==> config.mk <==
export PLATFORM = sky130hd
export DESIGN_NAME = uart_tx_ctrl
export DESIGN_NICKNAME = d
export VERILOG_FILES = /design/src/rtl/uartx_pkg.sv /design/src/rtl/uartx_cmd_dec.sv /design/src/rtl/uartx_fifo.sv /design/src/rtl/uartx_txcount.sv /design/src/rtl/uart_tx_ctrl.sv
export SDC_FILE = /design/constraint.sdc
export NUM_CORES = 1
export LEC_CHECK = 0
export BUFFER_PORTS_ARGS = -buffer_cell sky130_fd_sc_hd__buf_2
export CAP_MARGIN = 20
export CORE_ASPECT_RATIO = 0.5
export CORE_UTILIZATION = 55
export CTS_BUF_LIST = sky130_fd_sc_hd__clkbuf_8
export CTS_CLUSTER_DIAMETER = 80
export DETAILED_ROUTE_END_ITERATION = 8
export PLACE_DENSITY = 0.9
export RECOVER_POWER = 50
export SETUP_SLACK_MARGIN = 0.15
export SLEW_MARGIN = 10
export SYNTH_ARGS = -nofsm -noshare
export SYNTH_HDL_FRONTEND = slang
export SYNTH_SLANG_ARGS = --single-unit
==> constraint.sdc <==
create_clock -name clk -period 2.87 [get_ports clk]
set_input_delay 0.287 -clock clk [delete_from_list [all_inputs] [get_ports clk]]
set_output_delay 0.287 -clock clk [all_outputs]
set_load 0.05 [all_outputs]
==> src/rtl/uartx_pkg.sv <==
package uartx_pkg;
  typedef enum logic [1:0] {
    SEL_COUNT = 2'd0,
    SEL_QUEUE = 2'd1,
    SEL_CMD   = 2'd2,
    SEL_NONE  = 2'd3
  } reg_sel_e;

  localparam int STS_EMPTY_BIT = 3;
  localparam int ISR_READY_BIT = 7;

  localparam logic [3:0] CMDH_CLR_READY = 4'h3;
  localparam logic [3:0] CMDL_TX_RESET  = 4'h2;
  localparam logic [3:0] CMDL_RX_RESET  = 4'h1;
endpackage

==> src/rtl/uartx_cmd_dec.sv <==
module uartx_cmd_dec
  import uartx_pkg::*;
(
  input  logic       wr_en,
  input  logic [1:0] wr_sel,
  input  logic [3:0] cmd_hi,
  input  logic [3:0] cmd_lo,
  output logic       cnt_wr,
  output logic       queue_wr,
  output logic       clr_ready,
  output logic       tx_reset,
  output logic       rx_reset
);
  logic cmd_wr;

  always_comb begin
    cnt_wr    = wr_en && (reg_sel_e'(wr_sel) == SEL_COUNT);
    queue_wr  = wr_en && (reg_sel_e'(wr_sel) == SEL_QUEUE);
    cmd_wr    = wr_en && (reg_sel_e'(wr_sel) == SEL_CMD);
    clr_ready = cmd_wr && (cmd_hi == CMDH_CLR_READY);
    tx_reset  = cmd_wr && (cmd_lo == CMDL_TX_RESET);
    rx_reset  = cmd_wr && (cmd_lo == CMDL_RX_RESET);
  end
endmodule

==> src/rtl/uartx_fifo.sv <==
module uartx_fifo #(
  parameter int DEPTH = 4,
  parameter int W     = 8,
  localparam int AW   = (DEPTH > 1) ? $clog2(DEPTH) : 1,
  localparam int LW   = $clog2(DEPTH + 1)
) (
  input  logic          clk,
  input  logic          rst_n,
  input  logic          flush,
  input  logic          push,
  input  logic [W-1:0]  din,
  input  logic          pop,
  output logic [W-1:0]  dout,
  output logic          empty,
  output logic          full,
  output logic [LW-1:0] level
);
  logic [W-1:0]  mem [DEPTH];
  logic [AW-1:0] rd_ptr, wr_ptr;
  logic          push_ok, pop_ok;

  function automatic logic [AW-1:0] ptr_step(input logic [AW-1:0] p);
    return (p == AW'(DEPTH - 1)) ? '0 : p + 1'b1;
  endfunction

  assign empty   = (level == '0);
  assign full    = (level == LW'(DEPTH));
  assign push_ok = push && !full;
  assign pop_ok  = pop && !empty;
  assign dout    = mem[rd_ptr];

  always_ff @(posedge clk) begin
    if (push_ok && !flush) mem[wr_ptr] <= din;
  end

  always_ff @(posedge clk or negedge rst_n) begin
    if (!rst_n) begin
      rd_ptr <= '0;
      wr_ptr <= '0;
      level  <= '0;
    end else if (flush) begin
      rd_ptr <= '0;
      wr_ptr <= '0;
      level  <= '0;
    end else begin
      if (push_ok) wr_ptr <= ptr_step(wr_ptr);
      if (pop_ok)  rd_ptr <= ptr_step(rd_ptr);
      case ({push_ok, pop_ok})
        2'b10:   level <= level + 1'b1;
        2'b01:   level <= level - 1'b1;
        default: level <= level;
      endcase
    end
  end
endmodule

==> src/rtl/uartx_txcount.sv <==
module uartx_txcount #(
  parameter int CNT_W = 16
) (
  input  logic             clk,
  input  logic             rst_n,
  input  logic             flush,
  input  logic             load,
  input  logic [CNT_W-1:0] load_val,
  input  logic             take,
  input  logic             clr,
  output logic [CNT_W-1:0] left,
  output logic             ready,
  output logic             drain_hit
);
  function automatic logic [CNT_W-1:0] left_after(input logic [CNT_W-1:0] cur,
                                                   input logic take_byte);
    return (take_byte && cur != '0) ? cur - 1'b1 : cur;
  endfunction

  assign drain_hit = take && !load && (left == CNT_W'(1));

  always_ff @(posedge clk or negedge rst_n) begin
    if (!rst_n) begin
      left  <= '0;
      ready <= 1'b0;
    end else if (flush) begin
      left  <= '0;
      ready <= 1'b0;
    end else begin
      left <= load ? load_val : left_after(left, take);
      if (drain_hit)  ready <= 1'b1;
      else if (clr)   ready <= 1'b0;
    end
  end
endmodule

==> src/rtl/uart_tx_ctrl.sv <==
module uart_tx_ctrl
  import uartx_pkg::*;
#(
  parameter int DEPTH  = 4,
  parameter int CNT_W  = 16,
  parameter int DATA_W = 16
) (
  input  logic              clk,
  input  logic              rst_n,
  input  logic              wr_en,
  input  logic [1:0]        wr_sel,
  input  logic [DATA_W-1:0] wr_data,
  output logic              ser_valid,
  output logic [7:0]        ser_data,
  input  logic              ser_ready,
  output logic [7:0]        status_o,
  output logic [7:0]        isr_o,
  output logic [CNT_W-1:0]  tx_left_o,
  output logic              rx_reset_o
);
  localparam int LW = $clog2(DEPTH + 1);

  logic          cnt_wr_w, queue_wr_w, clr_w, tx_rst_w, rx_rst_w;
  logic          pop_w, q_empty, q_full, ready_w, drain_hit_w, rx_q;
  logic [LW-1:0] q_level;

  uartx_cmd_dec u_dec (
    .wr_en     (wr_en),
    .wr_sel    (wr_sel),
    .cmd_hi    (wr_data[11:8]),
    .cmd_lo    (wr_data[7:4]),
    .cnt_wr    (cnt_wr_w),
    .queue_wr  (queue_wr_w),
    .clr_ready (clr_w),
    .tx_reset  (tx_rst_w),
    .rx_reset  (rx_rst_w)
  );

  assign ser_valid = !q_empty;
  assign pop_w     = ser_valid && ser_ready;

  uartx_fifo #(.DEPTH(DEPTH), .W(8)) u_fifo (
    .clk   (clk),
    .rst_n (rst_n),
    .flush (tx_rst_w),
    .push  (queue_wr_w),
    .din   (wr_data[7:0]),
    .pop   (pop_w),
    .dout  (ser_data),
    .empty (q_empty),
    .full  (q_full),
    .level (q_level)
  );

  uartx_txcount #(.CNT_W(CNT_W)) u_cnt (
    .clk       (clk),
    .rst_n     (rst_n),
    .flush     (tx_rst_w),
    .load      (cnt_wr_w),
    .load_val  (wr_data[CNT_W-1:0]),
    .take      (pop_w),
    .clr       (clr_w),
    .left      (tx_left_o),
    .ready     (ready_w),
    .drain_hit (drain_hit_w)
  );

  always_ff @(posedge clk or negedge rst_n) begin
    if (!rst_n) rx_q <= 1'b0;
    else        rx_q <= rx_rst_w;
  end
  assign rx_reset_o = rx_q;

  always_comb begin
    status_o = '0;
    status_o[STS_EMPTY_BIT] = q_empty;
    isr_o = '0;
    isr_o[ISR_READY_BIT] = ready_w;
  end
endmodule

==> results.cfg <==
[floorplanning]
dieWidth_um = 105
dieArea_mm2 = 0.00557
core_area_mm2 = 0.00500
io_pins = 64
start_util = 0.579
placementRows = 18
dieHeight_um = 53.3

[setup_path]
crit_arrival_ns = 2.67
r2r_end = u_fifo.level[2]$_DFFE_PN0P_
startpoint_type = flop
path_depth = 9
crit_path_max_fanout = 8
slowest_stage = dfrtp_1
regToRegStartpoint = u_fifo.level[1]$_DFFE_PN0P_
crit_type = flop to flop
reg2reg_slack_ns = 0.45
cp-end-kind = flop
crit_path_start = u_fifo.level[1]$_DFFE_PN0P_
r2r_cells = 9
path_delay_family = adder cells
path_cells = nor2_1, a211oi_1, clkbuf_1, inv_1, ha_1, fa_1, xnor2_1, or3_1, a21oi_1
slowest_delay_ns = 0.43
path_buf_inv = 2
worst-endpoint-required_ns = 3.13

[pwr]
power_density_mw_per_mm2 = 1000
peakVddDrop_mv = 0.436
leakage_nw = 1.25

[grt]
grt_util_all_layers = 0.226
grt_pass1_wl_mm = 9.14
grt_max_degree = 26
antenna_found_initial = 0
grt_pass1_vias = 1952
overflow = 0

[cells_and_area]
area_delta_synth_final_pct = 13.8
stdcell_count = 358
antenna_cells = 0
final_cell_mix = edfxtp_1, buf_2, dfrtp_1
drive_above_1_share = 0.233
fillCellCount = 359
fin_nets = 314
mostFrequentLayoutCell = edfxtp_1

[timing]
rsz0062_at_grt = false
fin_skew_ns = 0.00584
slew_viol_final = 0
final.min_clock_period_ns = 2.42
setup_viol = 0
min_period_over_period = 0.842
tightest_slew_ns = 1.35
finalHoldViolCount = 0
slew_headroom = 0.0967
finalSetupTns_ns = 0
clock.fmax_ghz = 0.414

[synth]
synthArstFlopShare = 0.439
synth_ff_type = edfxtp_1
synth_fa_ha_area_frac = 0.0415
yosysSeqAreaShare = 0.548
synth-edff-count = 32
synthSimpleGateAreaFrac = 0.165
avgSynthCellArea_um2 = 12.6
synth-seq-cells = 57
syn_area_mm2 = 0.00289
netlist_instances = 230
synth_cell_types = 46
muxShareOfSynthArea = 0.0766
synth_compound_area_frac = 0.0666
synth_xor_area_frac = 0.0394
synth_top_family_by_area = simple AND/OR/NAND/NOR gates
yosys_warnings = 0

[clock_network]
clk_pin_slew_ns = 0.06
cts-buffers-inserted = 9
root_buffer = clkbuf_8
clockBufferDepth = 2
cts_sinks = 57
worstSkewPairLatency_ns = 0.33
post_cts_buffers = 0
cts-htree-levels = 3
cts_tree = built
ctsResizeCount = 0

[hold_path]
hold_class = primary input to flop
hold_path_depth = 3
hold_path_end = u_cnt.left[13]$_DFFE_PN0P_
hp-start = wr_data[13]

[route]
wl_per_cell_um = 16.3
drt-vias-per-instance = 5.62
wl_mm = 5.84
drtIter0Drc = 119
vias = 2013
route.detailed.drc = 0
dr.pass1.iters = 4
ant_nets = 0

[run_status]
outcome = finished clean

[placed_design]
dp_hpwl_mm = 4.11
place.gp.congestion = 0.941
io_buffers = 49
placedCellCount = 341

[flow_run]
drv_cap = 0
## sequential cells by signal, summed over array words and instances, names as in the netlist
| signal | count |
|---|---|
| u_fifo.level | 3 |
| u_fifo.wr_ptr | 2 |
| u_fifo.mem | 32 |
| u_cnt.left | 16 |
| u_cnt.ready | 1 |
| u_fifo.rd_ptr | 2 |
| rx_reset_o | 1 |
## routing by layer
layer,share of wire,vias to the layer above,GRT usage
li1,-,930,-
met1,0.42,981,0.258
met2,0.49,85,0.390
met3,0.067,17,0.0825
met4,0.018,0,0.110
met5,0,-,0
## cell usage after synthesis, types with 2 or more instances
library cell | n | area share
nand2b_1 | 3 | 0.0065
nor4_1 | 4 | 0.0086
xnor2_1 | 9 | 0.027
o21ai_1 | 4 | 0.0069
mux2i_1 | 3 | 0.010
nor3_1 | 8 | 0.014
a211oi_1 | 3 | 0.0078
and2_1 | 4 | 0.0086
xor2_1 | 4 | 0.012
or3_1 | 6 | 0.013
nand4_1 | 2 | 0.0043
nand3_1 | 5 | 0.0086
dfrtp_1 | 25 | 0.22
mux4_2 | 8 | 0.062
clkbuf_1 | 7 | 0.0091
nand2_1 | 18 | 0.023
nor4_2 | 2 | 0.0086
inv_1 | 6 | 0.0078
nor2_1 | 13 | 0.017
nand4b_1 | 2 | 0.0061
a21oi_1 | 7 | 0.012
edfxtp_1 | 32 | 0.33
ha_1 | 8 | 0.035
o21ai_0 | 9 | 0.016
buf_4 | 16 | 0.042
o31ai_1 | 2 | 0.0052
## area by class of cell
class                      count  area [µm²]  share of cell area
inverter                       6        22.5             0.00684
multi-input combinational    156        1180               0.360
clock inverter                 7        38.8              0.0118
tap                           70        87.6              0.0266
timing repair buffer          53         248              0.0753
clock buffer                   9         124              0.0376
sequential                    57        1590               0.482
## report_power, final
part	internal, mW	total, mW	switching [mW]
Sequential	1.02	1.28	0.259
Combinational	0.452	1.41	0.957
Clock	0.302	0.606	0.304
Total	1.77	3.29	1.52
## how the worst max path moves through the flow
stage	slack [ns]	end
final	0.45	u_fifo.level[2]$_DFFE_PN0P_
after global routing	0.29	u_fifo.level[2]$_DFFE_PN0P_
after CTS	0.58	u_fifo.level[2]$_DFFE_PN0P_
after detailed placement	0.61	u_fifo.level[2]$_DFFE_PN0P_
after global placement	0.69	u_fifo.level[2]$_DFFE_PN0P_
after floorplan	0.56	u_fifo.level[2]$_DFFE_PN0P_
## timing repair
action	in CTS	in global routing
setup endpoints to repair	0	0
endpoints found under the hold margin	25	0
hold buffers	1	0
## logic make-up after synthesis
kind of cell               after synthesis
and+or+nand+nor                         78
DFF                                     57
AOI/OAI and AO/OA                       30
buffers and inverters                   30
xor gates and xnor gates                13
muxes                                   12
adders and majority gates                9
other                                    1
## stage by stage
step | power, mW | util | cell area, µm² | worst slack (ns) | hold WS (ns)
after floorplan | 2.41 | - | 2940 | 0.563 | -0.00859
after global placement | 2.64 | 0.630 | 3150 | 0.694 | 0.297
after detailed placement | 2.70 | 0.630 | 3150 | 0.611 | 0.314
after CTS | 3.32 | 0.664 | 3320 | 0.584 | 0.152
after global routing | 3.45 | 0.658 | 3290 | 0.286 | 0.171
final | 3.29 | 0.658 | 3290 | 0.453 | 0.161
## worst register-to-register path, delay by kind of cell (launching register included)
| family | cells | cell delay (ns) |
|---|---|---|
| and+or+nand+nor | 2 | 0.38 |
| DFF | 1 | 0.43 |
| AOI/OAI and AO/OA | 2 | 0.39 |
| adders and majority gates | 2 | 0.61 |
| xor gates and xnor gates | 1 | 0.14 |
| buffers and inverters | 2 | 0.39 |
(Power assumes the default switching activity.)
